==> src/rtl/sa_output_stage_pkg.sv <==
package sa_output_stage_pkg;
  localparam int unsigned SAS_NCELL = 8;
  localparam int unsigned SAS_W     = 26;
  localparam int unsigned SAS_SHIFT = 8;
  localparam int unsigned SAS_LO_W  = 16;

  typedef enum logic {
    FB_ZERO  = 1'b0,
    FB_SHIFT = 1'b1
  } fb_sel_e;

  typedef enum logic {
    OUT_BUF  = 1'b0,
    OUT_CELL = 1'b1
  } out_sel_e;
endpackage

==> src/rtl/sa_ctrl_pipe.sv <==
module sa_ctrl_pipe #(
  parameter int unsigned AW = 3
) (
  input  logic          clk,
  input  logic          rst_n,
  input  logic [AW-1:0] addr_i,
  input  logic          shadd_i,
  input  logic          reset_n_i,
  input  logic          erase_n_i,
  output logic [AW-1:0] addr_q,
  output logic          new_addr_q,
  output logic          sh_q,
  output logic          sh_qq,
  output logic          clr_q
);
  logic          valid_q;
  logic [AW-1:0] addr_d;
  logic          new_addr_d;
  logic          sh_d;
  logic          sh_dd;
  logic          clr_d;
  logic          valid_d;

  always_comb begin
    addr_d     = addr_i;
    new_addr_d = (!valid_q) || (addr_i != addr_q);
    sh_d       = shadd_i;
    sh_dd      = sh_q;
    clr_d      = (!reset_n_i) && (!erase_n_i);
    valid_d    = 1'b1;
  end

  always_ff @(posedge clk or negedge rst_n) begin
    if (!rst_n) begin
      addr_q     <= '0;
      new_addr_q <= 1'b0;
      sh_q       <= 1'b0;
      sh_qq      <= 1'b0;
      clr_q      <= 1'b0;
      valid_q    <= 1'b0;
    end else begin
      addr_q     <= addr_d;
      new_addr_q <= new_addr_d;
      sh_q       <= sh_d;
      sh_qq      <= sh_dd;
      clr_q      <= clr_d;
      valid_q    <= valid_d;
    end
  end
endmodule

==> src/rtl/sa_cell_pick.sv <==
module sa_cell_pick #(
  parameter int unsigned NCELL = 8,
  parameter int unsigned W     = 26,
  parameter int unsigned AW    = 3
) (
  input  logic             clk,
  input  logic             rst_n,
  input  logic [NCELL*W-1:0] cells_i,
  input  logic [AW-1:0]    addr_q,
  input  logic             new_addr_q,
  output logic [W-1:0]     cell_sel
);
  logic [W-1:0] cell_arr [NCELL];
  logic [W-1:0] hold_q;
  logic [W-1:0] hold_d;
  logic         hold_en;

  for (genvar g = 0; g < NCELL; g++) begin : g_split
    assign cell_arr[g] = cells_i[g*W +: W];
  end

  always_comb begin
    cell_sel = new_addr_q ? cell_arr[addr_q] : hold_q;
    hold_en  = new_addr_q;
    hold_d   = cell_arr[addr_q];
  end

  always_ff @(posedge clk or negedge rst_n) begin
    if (!rst_n) begin
      hold_q <= '0;
    end else if (hold_en) begin
      hold_q <= hold_d;
    end
  end
endmodule

==> src/rtl/sa_accum.sv <==
module sa_accum
  import sa_output_stage_pkg::*;
#(
  parameter int unsigned W     = 26,
  parameter int unsigned SHIFT = 8
) (
  input  logic         clk,
  input  logic         rst_n,
  input  logic [W-1:0] cell_sel,
  input  logic         sh_q,
  input  logic         clr_q,
  output logic [W-1:0] buf_q
);
  localparam int unsigned KEEP = W - SHIFT;

  fb_sel_e      fb_sel;
  logic [W-1:0] fb_shifted;
  logic [W-1:0] fb_operand;
  logic [W-1:0] buf_d;

  always_comb begin
    fb_sel     = sh_q ? FB_SHIFT : FB_ZERO;
    fb_shifted = {{SHIFT{buf_q[W-1]}}, buf_q[W-1 -: KEEP]};
    fb_operand = (fb_sel == FB_SHIFT) ? fb_shifted : '0;
    buf_d      = clr_q ? '0 : (cell_sel + fb_operand);
  end

  always_ff @(posedge clk or negedge rst_n) begin
    if (!rst_n) begin
      buf_q <= '0;
    end else begin
      buf_q <= buf_d;
    end
  end
endmodule

==> src/rtl/sa_out_drv.sv <==
module sa_out_drv
  import sa_output_stage_pkg::*;
#(
  parameter int unsigned W    = 26,
  parameter int unsigned LO_W = 16
) (
  input  logic [W-1:0] cell_sel,
  input  logic [W-1:0] buf_q,
  input  logic         sh_q,
  input  logic         sh_qq,
  input  logic         lo_en_n_i,
  input  logic         hi_en_n_i,
  output logic [W-1:0] sum_o,
  output logic         lo_drv_o,
  output logic         hi_drv_o
);
  localparam int unsigned HI_W = W - LO_W;

  out_sel_e     out_sel;
  logic [W-1:0] raw;

  always_comb begin
    out_sel  = (!sh_q && !sh_qq) ? OUT_CELL : OUT_BUF;
    raw      = (out_sel == OUT_CELL) ? cell_sel : buf_q;
    lo_drv_o = !lo_en_n_i;
    hi_drv_o = !hi_en_n_i;
    sum_o[LO_W-1:0] = lo_drv_o ? raw[LO_W-1:0] : '0;
    sum_o[W-1:LO_W] = hi_drv_o ? raw[W-1 -: HI_W] : '0;
  end
endmodule

==> src/rtl/sa_output_stage.sv <==
module sa_output_stage
  import sa_output_stage_pkg::*;
#(
  parameter int unsigned NCELL = SAS_NCELL,
  parameter int unsigned W     = SAS_W,
  parameter int unsigned SHIFT = SAS_SHIFT,
  parameter int unsigned LO_W  = SAS_LO_W,
  parameter int unsigned AW    = $clog2(NCELL)
) (
  input  logic               clk,
  input  logic               rst_n,
  input  logic [NCELL*W-1:0] cells_i,
  input  logic [AW-1:0]      addr_i,
  input  logic               shadd_i,
  input  logic               reset_n_i,
  input  logic               erase_n_i,
  input  logic               lo_en_n_i,
  input  logic               hi_en_n_i,
  output logic [W-1:0]       sum_o,
  output logic               lo_drv_o,
  output logic               hi_drv_o
);
  logic [AW-1:0] addr_q;
  logic          new_addr_q;
  logic          sh_q;
  logic          sh_qq;
  logic          clr_q;
  logic [W-1:0]  cell_sel;
  logic [W-1:0]  buf_q;

  sa_ctrl_pipe #(.AW(AW)) u_ctrl (
    .clk        (clk),
    .rst_n      (rst_n),
    .addr_i     (addr_i),
    .shadd_i    (shadd_i),
    .reset_n_i  (reset_n_i),
    .erase_n_i  (erase_n_i),
    .addr_q     (addr_q),
    .new_addr_q (new_addr_q),
    .sh_q       (sh_q),
    .sh_qq      (sh_qq),
    .clr_q      (clr_q)
  );

  sa_cell_pick #(.NCELL(NCELL), .W(W), .AW(AW)) u_pick (
    .clk        (clk),
    .rst_n      (rst_n),
    .cells_i    (cells_i),
    .addr_q     (addr_q),
    .new_addr_q (new_addr_q),
    .cell_sel   (cell_sel)
  );

  sa_accum #(.W(W), .SHIFT(SHIFT)) u_acc (
    .clk      (clk),
    .rst_n    (rst_n),
    .cell_sel (cell_sel),
    .sh_q     (sh_q),
    .clr_q    (clr_q),
    .buf_q    (buf_q)
  );

  sa_out_drv #(.W(W), .LO_W(LO_W)) u_drv (
    .cell_sel  (cell_sel),
    .buf_q     (buf_q),
    .sh_q      (sh_q),
    .sh_qq     (sh_qq),
    .lo_en_n_i (lo_en_n_i),
    .hi_en_n_i (hi_en_n_i),
    .sum_o     (sum_o),
    .lo_drv_o  (lo_drv_o),
    .hi_drv_o  (hi_drv_o)
  );
endmodule

==> config.mk <==
export PLATFORM = sky130hd
export DESIGN_NAME = sa_output_stage
export DESIGN_NICKNAME = d
export VERILOG_FILES = /design/src/rtl/sa_output_stage_pkg.sv /design/src/rtl/sa_ctrl_pipe.sv /design/src/rtl/sa_cell_pick.sv /design/src/rtl/sa_accum.sv /design/src/rtl/sa_out_drv.sv /design/src/rtl/sa_output_stage.sv
export SDC_FILE = /design/constraint.sdc
export NUM_CORES = 1
export LEC_CHECK = 0
export BUFFER_PORTS_ARGS = -buffer_cell sky130_fd_sc_hd__buf_4
export CORE_MARGIN = 4
export CORE_UTILIZATION = 50
export CTS_BUF_LIST = sky130_fd_sc_hd__clkbuf_8 sky130_fd_sc_hd__clkbuf_16
export DETAILED_ROUTE_END_ITERATION = 12
export MAX_ROUTING_LAYER = met4
export PLACE_DENSITY = 0.85
export SLEW_MARGIN = 20
export SYNTH_ARGS = -nofsm -noshare
export SYNTH_HDL_FRONTEND = slang
export SYNTH_SLANG_ARGS = --single-unit
==> constraint.sdc <==
create_clock -name clk -period 7.6 [get_ports clk]
set_clock_uncertainty 0.1 [all_clocks]
set_input_delay 1.52 -clock clk [delete_from_list [all_inputs] [get_ports clk]]
set_output_delay 1.52 -clock clk [all_outputs]
set_load 0.1 [all_outputs]
After elaboration in Yosys (flattened, before gate mapping). Cells that the tools add are included.

Word-level logic and storage cells: 33. Input port bits: 218. Flip-flop bits (word level): 60. Output and inout port bits: 28.

Reduce and logical (&&, ||, !) cells: 10. Bitwise operators: 1. Add/sub/neg operators: 1. Muxes and demuxes: 11. Equal/unequal tests: 1. Order comparisons: 1.

Operators with widths (number): $mux 26 (6); $bmux 26 s3 (1); $add 26x26->26 (1); $mux 16 (1); $mux 10 (1); $logic_not 1->1 (7); $ge 4x4->1 const B (1); $not 3->4 (1); $ne 3x3->1 (1); $logic_and 1x1->1 (2); $mux 1 (2); $logic_or 1x1->1 (1).

Logic depth before layout (Yosys ltp).
Depth after elaboration: 7. Gate-level depth with buffers: 15. Mapped depth without buffers: 13.

Cells and area by module. A second synthesis with hierarchy kept.

Cells, all modules: 700. Area total of the unflattened synthesis: 5943.2 µm².

By module, submodules not included: sa_cell_pick (times used 1, cells an instance 296, sequential area each 650.6 µm², area each 2807.7 µm²); sa_accum (times used 1, cells an instance 297, sequential area each 650.6 µm², area each 2347.3 µm²); sa_out_drv (times used 1, cells an instance 93, sequential area each 0.0 µm², area each 548.0 µm²); sa_ctrl_pipe (times used 1, cells an instance 14, sequential area each 200.2 µm², area each 240.2 µm²).

Least setup slack after synthesis. No wires, ideal clock.

Kind: input to output. Start: input cells_i[131]. End: output sum_o[1]. Arrival: 3579 ps. Stages on the path: 5. Required time: 5980 ps. Slack: 2401 ps. Path buffers: 0. Cell sequence: mux4_2 > mux2i_1 > a21oi_1 > nand2_1 > a21oi_1.

Cells in the longest elaborated chain, start to end: 6.

Ends and longest elaborated chain: from (decl) (line sa_output_stage.sv:12) `input logic [NCELL*W-1:0] cells_i,`; $bmux 26 s3 (line sa_cell_pick.sv:23) `cell_sel = new_addr_q ? cell_arr[addr_q] : hold_q;`; $mux 26 (not written as such) (2 in series) (line sa_cell_pick.sv:23); $mux 26 (line sa_cell_pick.sv:23); net cell_sel[1] (line sa_output_stage.sv:28) `logic [W-1:0] cell_sel;`; $mux 26 (line sa_out_drv.sv:24) `raw = (out_sel == OUT_CELL) ? cell_sel : buf_q;`; $mux 16 (line sa_out_drv.sv:27) `sum_o[LO_W-1:0] = lo_drv_o ? raw[LO_W-1:0] : '0;`; to (decl) (line sa_output_stage.sv:19) `output logic [W-1:0] sum_o,`.

The timed path passes the listed nets, and every way through them passes these cells. The select of a mux whose other input is x is not followed.

Worst setup path after layout.
Start: input cells_i[47]. End: output sum_o[21].

Cells in the longest elaborated chain, start to end: 6.

Ends and longest elaborated chain: $bmux 26 s3 (line sa_cell_pick.sv:23); $mux 26 (not written as such) (2 in series) (line sa_cell_pick.sv:23); $mux 26 (line sa_cell_pick.sv:23); net cell_sel[21] (line sa_output_stage.sv:28); $mux 26 (line sa_out_drv.sv:24); $mux 10 (line sa_out_drv.sv:28) `sum_o[W-1:LO_W] = hi_drv_o ? raw[W-1 -: HI_W] : '0;`.

The timed path passes the listed nets, and every way through them passes these cells. The select of a mux whose other input is x is not followed.

==> metrics.md <==
| Metric | Value |
|---|---|
| Period Utilization, post-route | 0.6084 |
| Crit-path slowest cell | sky130_fd_sc_hd__a21oi_1 |
| Most common flop cell mapped by yosys | sky130_fd_sc_hd__dfrtp_1 |
| Slack of the worst reg-to-reg path | roughly 3200 ps |
| Element type at the critical path end | output port |
| Number of hold-repair buffers added at the cts stage | 0 |
| Antenna Nets Post-Route | 0 |
| Area occupied by multi-input gates | roughly 0.0036 mm2 |
| Root buffer selected by CTS | sky130_fd_sc_hd__clkbuf_8 |
| Total congestion overflow | 0 |
| Arr. time, crit path | 3000 ps |
| ANT cells | 0 |
| Sequential cell area | 0.001506 mm2 |
| Power Density | 238.6 mW/mm2 |
| Synth Area per Inst | around 10 um2 |
| Pin count of the biggest net entering global routing | 61 |
| Layout overhead on the synthesized area | 39.49% |
| Vias in the first global route | between 5000 and 6000 |
| Count of unique library cells instantiated by Yosys | 56 |
| Psw | between 800 and 900 uW |
| Routability congestion estimate | ~1.0 |
| Core occupancy in the finished layout | 0.7143 |
| Setup violation total in the final timing report | 0 |
| Final count of pins violating max slew | 0 |
| Share of synthesized area occupied by flip-flops and latches | 0.2853 |
| Largest cells by area after synthesis | sky130_fd_sc_hd__dfrtp_1, sky130_fd_sc_hd__mux4_2, sky130_fd_sc_hd__a21oi_1, sky130_fd_sc_hd__ha_1, sky130_fd_sc_hd__nand2_1 |
| Clk pin slew, worst setup/hold paths | 70 ps |
| Routed WL | roughly 20 mm |
| Initial Utilization | 0.5121 |
| Worst path cell trace | buf_4 -> mux4_2 -> mux2i_1 -> a21oi_1 -> nand2_1 -> a21oi_1 -> buf_4 |
| Hold Path Depth | 1 |
| Grt peak-use layer | met2 |
| Slowest Stage Delay on Critical Path | about 450 ps |
| Post-route minimum period | between 4000 and 5000 ps |
| Worst setup path startpoint | cells_i[47] |
| Combinational Power Share | 0.579 |
| Number of post-CTS setup repair buffers | 0 |
| Power share of the clock group | 0.157 |
| Initial antenna violation count | 0 |
| Number of maximum-capacitance constraint violations | 0 |
| Normalized max-slew margin | 0.2754 |
| Vias per std cell | approximately 6 |
| Critical path startpoint category | input pin |
| Startpoint of the tightest hold check path | u_ctrl.valid_q |
| Upper clock frequency limit | around 220 MHz |
| H-tree level count | 3 |
| Clock buffer count from CTS | 9 |
| Detailed-route DRC error count | 0 |
| Endpoint of the worst hold path | u_ctrl.new_addr_q |
| I/O pin count | between 200 and 250 |
| Global Route met1 Usage | 0.4076 |
| Clock sink count | 60 |
| Share of the synthesized area in the top cell type | 0.2853 |
| Post_cts resized | 0 |
| Core footprint | 0.01028 mm2 |
| Syn nets | approximately 800 |
| Chip Width | 110.6 um |
| Post-synthesis cell count | approximately 540 |
| Longest Clk Path Bufs | 2 |
| GR Util met3 | 0.05151 |
| Met2 demand-to-capacity share in global routing | 0.5441 |
| Worst IR Drop VDD | around 0.00022 V |
| Via total after detailed routing | approximately 5400 |
| First-pass GRT wire length | just over 30 mm |
| Number of flops mapped to enable cells by yosys | 0 |
| Share of flip-flops with an asynchronous set or reset after synthesis | 1.000 |
| Clock tree from TritonCTS | built |
| Clock latency of the later-clocked register in the worst-skew pair | 350 ps |
| Wire length per cell | 21.73 um |
| Aggregate negative setup slack | 0 ps |
| Final hold violation count | 0 |
| Synthesis-stage register bit count | 60 |
| Count of standard-cell rows | 37 |
| Static Leakage | ~0.0035 uW |
| Switching part of the total | 0.4643 |
| DR iter-0 viols | approximately 510 |
| Vertical die dimension | between 100 and 150 um |
| Combined area of all synthesized cells | ~0.0053 mm2 |
| Internal power | between 900 and 1000 uW |
| RR Endpoint | u_acc.buf_q[24] |
| Yosys warns | 0 |
| Overall global routing resource usage | 0.3267 |
| HPWL after detailed placement | about 16 mm |
| Leading area contributor after synthesis | sky130_fd_sc_hd__dfrtp_1 |
| Data required time at the worst endpoint | 5980 ps |
| Beginning of the worst register-to-register path | u_ctrl.addr_q[0] |
| Largest fanout of any net on the critical path | 3 |
| Register share of total power | 0.264 |
| Hold Path Class | register to register |
| Nets | 1010 |
| Drt first pass iters | 5 |
| Transition time at the pin with the least slew margin | 1087 ps |
| Count of filler cells inserted in the layout | roughly 780 |
| Setup repair after global routing missed its margin | false |
| Total Die Area | between 0.01 and 0.015 mm2 |
| Share of layout cells above drive strength 1 | 0.4358 |
| Critical path start-end classification | input pin to output port |
| Result of the run | complete, no violations |
| R2r worst-path depth | 13 |
| Number of port buffers | 245 |
-- cells in the final DEF (no fill, tap or decap), types with 3 or more instances in the layout --
cell type and instances:
sky130_fd_sc_hd__and4_1 3, sky130_fd_sc_hd__ha_1 25, sky130_fd_sc_hd__buf_4 249, sky130_fd_sc_hd__a21boi_0 3, sky130_fd_sc_hd__or2_2 3, sky130_fd_sc_hd__a31o_2 3, sky130_fd_sc_hd__nor2_1 50, sky130_fd_sc_hd__a21oi_1 79
sky130_fd_sc_hd__clkinvlp_4 3, sky130_fd_sc_hd__nor3_1 12, sky130_fd_sc_hd__a21o_1 7, sky130_fd_sc_hd__nor3b_1 3, sky130_fd_sc_hd__o21ai_0 10, sky130_fd_sc_hd__nand4_1 3, sky130_fd_sc_hd__dfrtp_1 58, sky130_fd_sc_hd__nand3_1 5
sky130_fd_sc_hd__and2_1 19, sky130_fd_sc_hd__xnor2_1 11, sky130_fd_sc_hd__xor2_1 4, sky130_fd_sc_hd__mux4_2 52, sky130_fd_sc_hd__nor2b_1 4, sky130_fd_sc_hd__o21a_1 5, sky130_fd_sc_hd__a31oi_1 4, sky130_fd_sc_hd__clkbuf_8 11
sky130_fd_sc_hd__mux2i_1 26, sky130_fd_sc_hd__nand2_1 72, sky130_fd_sc_hd__a21o_2 3, sky130_fd_sc_hd__inv_1 8
-- area by class of cell --
| cell class | count | area share |
|---|---|---|
| inverter | 8 | 0.004091 |
| clock buffer | 11 | 0.02062 |
| tap | 136 | 0.02318 |
| timing repair buffer | 249 | 0.2546 |
| sequential | 60 | 0.2052 |
| multi-input combinational | 438 | 0.4873 |
| clock inverter | 5 | 0.004943 |
-- worst max path at each step --
stage                                  to  slack, ps
after floorplan                  sum_o[1]       2400
after global placement    u_acc.buf_q[24]       2870
after global routing             sum_o[3]       2750
after CTS                       sum_o[17]       2980
final                           sum_o[21]       2980
after detailed placement  u_acc.buf_q[24]       2760
-- stage by stage --
step / hold slack [ps] / power, uW / cell area [um2] / cells / setup slack, ps
2_1_floorplan: 264.5 / 1183 / 5263 / 541 / 2401
3_3_place_gp: 326.8 / 1439 / 7153 / 891 / 2873
3_5_place_dp: 339.9 / 1465 / 7153 / 891 / 2763
4_1_cts: 352.5 / 1741 / 7341 / 907 / 2977
5_1_grt: 376.5 / 1858 / 7341 / 907 / 2754
6_report: 348.2 / 1752 / 7341 / 907 / 2976
-- worst max-delay path, delay by kind of cell --
kind                   cells  cell delay, ps
multiplexers               2             340
AO/OA/AOI/OAI              2             650
buffers and inverters      2             400
AND/OR/NAND/NOR            1              90
-- sequential cells by signal, summed over array words and instances (netlist names) --
signal,flops
u_ctrl.valid_q,1
u_acc.buf_q,26
u_ctrl.sh_qq,1
u_ctrl.addr_q,3
u_ctrl.clr_q,1
u_ctrl.sh_q,1
u_pick.hold_q,26
u_ctrl.new_addr_q,1
-- power by group through the flow --
stage	combinational [uW]	sequential [uW]	clock, uW
2_1_floorplan	745	438	0
3_3_place_gp	976	464	0
3_5_place_dp	997	468	0
4_1_cts	1000	461	277
5_1_grt	1090	473	295
6_report	1010	462	275
-- cells in the mapped netlist (4+ instances only) --
cell type,number
sky130_fd_sc_hd__nand2_1,72
sky130_fd_sc_hd__o21ai_0,10
sky130_fd_sc_hd__mux2i_1,26
sky130_fd_sc_hd__o21a_1,5
sky130_fd_sc_hd__and2_1,19
sky130_fd_sc_hd__clkbuf_1,23
sky130_fd_sc_hd__mux4_2,52
sky130_fd_sc_hd__nand3_1,5
sky130_fd_sc_hd__dfrtp_1,60
sky130_fd_sc_hd__inv_1,8
sky130_fd_sc_hd__nor2b_1,4
sky130_fd_sc_hd__a31oi_1,4
sky130_fd_sc_hd__xnor2_1,11
sky130_fd_sc_hd__a21oi_1,79
sky130_fd_sc_hd__ha_1,25
sky130_fd_sc_hd__nor3_1,12
sky130_fd_sc_hd__xor2_1,4
sky130_fd_sc_hd__a21o_1,7
sky130_fd_sc_hd__nor2_1,50
sky130_fd_sc_hd__buf_2,7
-- logic make-up after synthesis --
group | count (synthesis) | share of synthesized area
compound gates | 127 | 0.1460
flops | 60 | 0.2853
mux | 81 | 0.2791
xor+xnor | 15 | 0.02496
fa+ha+maj | 26 | 0.06324
buf+inv | 43 | 0.03495
other cells | 1 | 0.0007126
simple gates | 188 | 0.1657
-- per-layer routing --
metal | share of wire | routed length (um) | vias up
met5 | 0 | 0 | -
met4 | 0.034 | 667 | 0
met3 | 0.067 | 1321 | 53
met2 | 0.50 | 9860 | 271
met1 | 0.40 | 7864 | 2664
li1 | - | - | 2458
No activity file was read; power rests on OpenSTA's default activity.
